<file path="src/rtl/gpio_irq_pkg.sv">
`timescale 1ns/1ps
package gpio_irq_pkg;
  localparam int IDX_W = 3;

  typedef enum logic [IDX_W-1:0] {
    IDX_SENSE  = 3'd0,
    IDX_DUAL   = 3'd1,
    IDX_POL    = 3'd2,
    IDX_ENABLE = 3'd3,
    IDX_RAW    = 3'd4,
    IDX_MASKED = 3'd5,
    IDX_CLEAR  = 3'd6,
    IDX_SPARE  = 3'd7
  } reg_idx_e;
endpackage

</file>
<file path="src/rtl/gpio_irq_regs.sv">
`timescale 1ns/1ps
module gpio_irq_regs
  import gpio_irq_pkg::*;
#(
  parameter int NPINS = 8
) (
  input  logic             clk,
  input  logic             rst_n,
  input  logic             wr,
  input  logic [IDX_W-1:0] idx,
  input  logic [NPINS-1:0] wdata,
  input  logic [NPINS-1:0] raw,
  output logic [NPINS-1:0] level_sel,
  output logic [NPINS-1:0] dual_sel,
  output logic [NPINS-1:0] pol_sel,
  output logic [NPINS-1:0] enable,
  output logic [NPINS-1:0] clr,
  output logic [NPINS-1:0] masked,
  output logic [NPINS-1:0] rdata
);
  reg_idx_e sel;
  assign sel = reg_idx_e'(idx);

  always_ff @(posedge clk or negedge rst_n) begin
    if (!rst_n) begin
      level_sel <= '0;
      dual_sel  <= '0;
      pol_sel   <= '0;
      enable    <= '0;
    end else if (wr) begin
      case (sel)
        IDX_SENSE:  level_sel <= wdata;
        IDX_DUAL:   dual_sel  <= wdata;
        IDX_POL:    pol_sel   <= wdata;
        IDX_ENABLE: enable    <= wdata;
        default:    ;
      endcase
    end
  end

  assign clr    = (wr && sel == IDX_CLEAR) ? wdata : '0;
  assign masked = raw & enable;

  always_comb begin
    case (sel)
      IDX_SENSE:  rdata = level_sel;
      IDX_DUAL:   rdata = dual_sel;
      IDX_POL:    rdata = pol_sel;
      IDX_ENABLE: rdata = enable;
      IDX_RAW:    rdata = raw;
      IDX_MASKED: rdata = masked;
      default:    rdata = '0;
    endcase
  end

  // only a write to a control index may change control state
  assert_cfg_hold_R9: assert property (@(posedge clk) disable iff (!rst_n)
    !(wr && (sel == IDX_SENSE || sel == IDX_DUAL || sel == IDX_POL || sel == IDX_ENABLE))
    |=> $stable({level_sel, dual_sel, pol_sel, enable}));
endmodule

</file>
<file path="src/rtl/gpio_irq_detect.sv">
`timescale 1ns/1ps
module gpio_irq_detect #(
  parameter int NPINS = 8
) (
  input  logic             clk,
  input  logic             rst_n,
  input  logic [NPINS-1:0] pin_in,
  input  logic [NPINS-1:0] level_sel,
  input  logic [NPINS-1:0] dual_sel,
  input  logic [NPINS-1:0] pol_sel,
  input  logic [NPINS-1:0] clr,
  output logic [NPINS-1:0] raw
);
  logic [NPINS-1:0] pin_q;

  always_ff @(posedge clk or negedge rst_n) begin
    if (!rst_n) pin_q <= '0;
    else        pin_q <= pin_in;
  end

  for (genvar g = 0; g < NPINS; g++) begin : g_pin
    logic rise, fall, hit, latched;

    assign rise = pin_in[g] & ~pin_q[g];
    assign fall = ~pin_in[g] & pin_q[g];
    assign hit  = dual_sel[g] ? (rise | fall) : (pol_sel[g] ? rise : fall);

    always_ff @(posedge clk or negedge rst_n) begin
      if (!rst_n)            latched <= 1'b0;
      else if (level_sel[g]) latched <= 1'b0;
      else                   latched <= (latched & ~clr[g]) | hit;
    end

    assign raw[g] = level_sel[g] ? (pol_sel[g] ? pin_in[g] : ~pin_in[g]) : latched;

    // a latched edge persists until cleared
    assert_edge_sticky_R4: assert property (@(posedge clk) disable iff (!rst_n)
      (latched && !clr[g] && !level_sel[g]) |=> latched);
    // a clear without a coincident edge empties the latch
    assert_clear_drops_R6: assert property (@(posedge clk) disable iff (!rst_n)
      (clr[g] && !hit) |=> !latched);
    // edge beats a simultaneous clear
    assert_edge_wins_R7: assert property (@(posedge clk) disable iff (!rst_n)
      (hit && clr[g] && !level_sel[g]) |=> latched);
  end
endmodule

</file>
<file path="src/rtl/gpio_irq_unit.sv">
`timescale 1ns/1ps
module gpio_irq_unit
  import gpio_irq_pkg::*;
#(
  parameter int NPINS = 8
) (
  input  logic             clk,
  input  logic             rst_n,
  input  logic [NPINS-1:0] pin_in,
  input  logic             reg_wr,
  input  logic [IDX_W-1:0] reg_addr,
  input  logic [NPINS-1:0] reg_wdata,
  output logic [NPINS-1:0] reg_rdata,
  output logic             irq
);
  logic [NPINS-1:0] level_sel, dual_sel, pol_sel, enable, clr, masked, raw;

  gpio_irq_regs #(.NPINS(NPINS)) u_regs (
    .clk(clk), .rst_n(rst_n), .wr(reg_wr), .idx(reg_addr), .wdata(reg_wdata),
    .raw(raw), .level_sel(level_sel), .dual_sel(dual_sel), .pol_sel(pol_sel),
    .enable(enable), .clr(clr), .masked(masked), .rdata(reg_rdata)
  );

  gpio_irq_detect #(.NPINS(NPINS)) u_detect (
    .clk(clk), .rst_n(rst_n), .pin_in(pin_in), .level_sel(level_sel),
    .dual_sel(dual_sel), .pol_sel(pol_sel), .clr(clr), .raw(raw)
  );

  assign irq = |masked;

  // the request line needs at least one enabled pin
  assert_irq_needs_enable_R8: assert property (@(posedge clk) disable iff (!rst_n)
    irq |-> (enable != '0));
endmodule

</file>
<file path="config.mk">
export PLATFORM = sky130hd
export DESIGN_NAME = gpio_irq_unit
export DESIGN_NICKNAME = d
export VERILOG_FILES = /design/src/rtl/gpio_irq_pkg.sv /design/src/rtl/gpio_irq_regs.sv /design/src/rtl/gpio_irq_detect.sv /design/src/rtl/gpio_irq_unit.sv
export SDC_FILE = /design/constraint.sdc
export NUM_CORES = 1
export LEC_CHECK = 0
export ABC_AREA = 1
export ABC_CLOCK_PERIOD_IN_PS = 1560
export BUFFER_PORTS_ARGS = -buffer_cell sky130_fd_sc_hd__buf_2
export CAP_MARGIN = 20
export CORE_MARGIN = 2
export CORE_UTILIZATION = 50
export CTS_BUF_LIST = sky130_fd_sc_hd__clkbuf_8
export CTS_CLUSTER_SIZE = 24
export DETAILED_ROUTE_END_ITERATION = 8
export GPL_TIMING_DRIVEN = 0
export PLACE_DENSITY = 0.77
export SLEW_MARGIN = 40
export SYNTH_ARGS = -nofsm -noshare
export SYNTH_HDL_FRONTEND = slang
export SYNTH_SLANG_ARGS = --single-unit
</file>
<file path="constraint.sdc">
create_clock -name clk -period 1.56 [get_ports clk]
set_input_delay 0.312 -clock clk [delete_from_list [all_inputs] [get_ports clk]]
set_output_delay 0.312 -clock clk [all_outputs]
set_load 0.02 [all_outputs]
</file>
==> impl_results.md <==
- Vias: 2846
- Fraction of layout cells with a size suffix above 1: 41.39%
- Failing checks: negative setup slack
- Sequential-to-total area share from yosys stat: 42.48%
- #FFs+latches synth: 48
- Post-DP HPWL: 4.468 mm
- XOR/XNOR Fraction of Synth Area: 0%
- P&R area growth vs syn: 39.87%
- Cells after synthesis: 372
- Number of diodes: 0
- Final Hold Viols: 0
- TritonCTS clock tree: yes
- Most common cell in the netlist: nand2_1
- CP Class: flip-flop to output pin
- Hold Path Class: input pin to asynchronous set/reset pin
- DRT Wirelength: 8.191 mm
- Initial antenna violation count: 0
- Fin crit period: 1.817 ns
- CP endpoint kind: output pin
- IO buf count: 28
- Static Leak: 2.067 nW
- Final worst setup slack: -0.2573 ns
- Largest net degree at the start of global routing: 49
- Worst EP required: 1.25 ns
- Gr usage total: 26.58%
- Share of the synthesized area in the top cell type: 42.48%
- Fmax: 550.3 MHz
- Initial DRC Count: 184
- CORE AREA: 5473 um2
- Most frequent cells after synthesis: 146 x nand2_1, 48 x dfrtp_1, 34 x inv_1
- Setup-failing EPs final: 12
- Least-Margin Pin Slew: 0.6122 ns
- CTS Hold Bufs: 0
- Area contributors post-synth: dfrtp_1 42%, nand2_1 19%, ha_1 7.1%
- Compound-gate portion of the synthesized area: 11.24%
- Via density: 5.360
- Max-slew headroom: 59.19%
- First-pass GRT wire length: 12.72 mm
- CTS clk-pin slew, worst paths: 0.09 ns
- DRC: 0
- YS warnings: 0
- Post-synth cell types: 21
- Max Root-Sink Buffers: 2
- Synth Net Count: 410
- Worst EP arrival: 1.51 ns
- Vias in the first global route: 2771
- Largest family of logic cells by synthesized area: simple AND/OR/NAND/NOR gates
- Tcrit/Tclk final: 116.5%
- H-Tree Depth: 2
- 1st-pass router iterations: 4
- Nets: 497
- Cell accounting for the most synthesized area: dfrtp_1
- CTS Sinks: 48
- Post-synth ARST share: 100.0%
- Row cnt: 27
- Slew Viols, Final: 0
- Clk Latency, worst-skew pair: 0.31 ns
- Die Area: 6273 um2
- Status: complete, but fails checks
- CP Launch Type: flip-flop
- Peak VDD IR: 0.8960 mV
- Initial Utilization: 51.67%
- TritonCTS buffer count: 5
- Post-route ant nets: 0
- EDFF count, synth: 0
- Die Ht: 79.20 um
- Dpl ws: -0.1905 ns
- Post-synthesis cell area: 2828 um2
- Drt wl/cell: 15.43 um
- Top FF cell, synth: dfrtp_1
- I/O pin count: 31
- GP Congestion: 0.7833
- Unrepaired setup endpoints after global routing: yes
- Total power: 4.180 mW
- PD cells: 1057 nW/um2
- Synth Area in Adders: 7.080%
- Mux share of post-synthesis cell area: 0%
- Post-synthesis simple-gate area fraction: 32.48%
- Avg Cell Area, Syn: 7.601 um2
- CP Max Fanout: 5
- Die width: 79.20 um
- CTS Root Cell: clkbuf_8
- Number of max-cap violations: 0
- Final worst clock skew: 0.005988 ns
- GRT overflow: 0
worst paths after layout:
check                                    from                   endpoint  slack, ns  cells past startpoint
max reg2reg                 u_regs.pol_sel[5]  u_detect.g_pin[5].latched      -0.19                     12
max                         u_regs.pol_sel[5]                        irq      -0.26                      9
min                                     rst_n          u_detect.pin_q[0]      0.008                      1
min reg2reg                u_regs.dual_sel[6]         u_regs.dual_sel[6]       0.54                      2
min in group clk                    pin_in[0]          u_detect.pin_q[0]       0.15                      1
max in group asynchronous               rst_n          u_regs.pol_sel[7]       1.11                      1
worst max-delay path, stage by stage (launching register included):
cell and delay [ns]:
dfrtp_1 0.44, inv_2 0.08, nand2_1 0.07, nand2_1 0.10, nand2_2 0.07, nand3_1 0.07, nand2_1 0.05, nor2_1 0.08
nand2_1 0.09, buf_6 0.14
kinds of logic (layout without fill, tap and decap cells):
kind of cell,count (synthesis),after routing
flip-flops,48,48
adder cells (fa/ha/maj),16,16
AND/OR/NAND/NOR,208,208
AO/OA/AOI/OAI,57,57
buffers and inverters,43,130
layout by cell type, fill, tap and decap left out, types with 2 or more instances in the layout:
master,netlist,layout
or2_4,0,8
buf_12,0,2
nand4_1,8,8
clkbuf_8,0,7
buf_2,2,19
ha_1,16,16
inv_2,3,9
nor2_1,10,7
nor3_4,3,3
inv_1,34,26
buf_4,1,27
o21ai_2,8,11
dfrtp_1,48,47
nand2_1,146,114
nand3_2,0,19
a21oi_1,8,7
o21ai_0,17,13
nor2_2,0,3
o21ai_1,23,24
nand2_2,5,37
buf_6,3,37
nand3_1,26,7
per-stage QoR:
| stage | instance area, um2 | util, % | std cells | TNS, ns | hold slack (ns) |
|---|---|---|---|---|---|
| after floorplan | 2828 | - | 372 | 0 | 0.01641 |
| after global placement | 3058 | 55.88 | 472 | -2.269 | 0.4632 |
| after detailed placement | 3060 | 55.92 | 472 | -2.590 | 0.3642 |
| after CTS | 3731 | 68.18 | 530 | -0.9129 | 0.03456 |
| after global routing | 3955 | 72.27 | 531 | -2.189 | 0.05617 |
| final | 3955 | 72.27 | 531 | -1.271 | 0.008021 |
cell type report:
| type | instances | area (um2) |
|---|---|---|
| plain buffers | 6 | 55.05 |
| clock buffers | 7 | 96.34 |
| fillers | 388 | 1518 |
| inverters | 37 | 145.1 |
| multi-input cells | 281 | 1659 |
| flip-flops and latches | 48 | 1202 |
| well taps | 72 | 90.09 |
| repair buffers | 80 | 706.9 |
flip-flops by register name, summed over array words and instances (netlist names):
register	count
u_regs.pol_sel	8
u_regs.dual_sel	8
u_regs.level_sel	8
u_regs.enable	8
u_detect.pin_q	8
u_detect.g_pin.latched	8
power breakdown:
part	internal, mW	switching, mW	total [mW]
Clock	0.395	0.416	0.812
Sequential	1.48	0.214	1.70
Combinational	0.861	0.811	1.67
Total	2.74	1.44	4.18
what timing repair did:
| action | in CTS | in global routing |
|---|---|---|
| gates resized for setup | 53 | 73 |
| setup buffers | 51 | 10 |
| pin swaps | 29 | 37 |
| setup endpoints to repair | 9 | 13 |
layer usage:
layer | wire, um | share of wire (%) | GRT usage (%) | up-vias
met5 | 0 | 0 | 0 | -
met4 | 311 | 3.8 | 15.17 | 0
met3 | 581 | 7.1 | 5.682 | 35
met2 | 4160 | 51 | 43.81 | 102
met1 | 3138 | 38 | 32.20 | 1331
li1 | - | - | - | 1378
(Power assumes the default switching activity.)
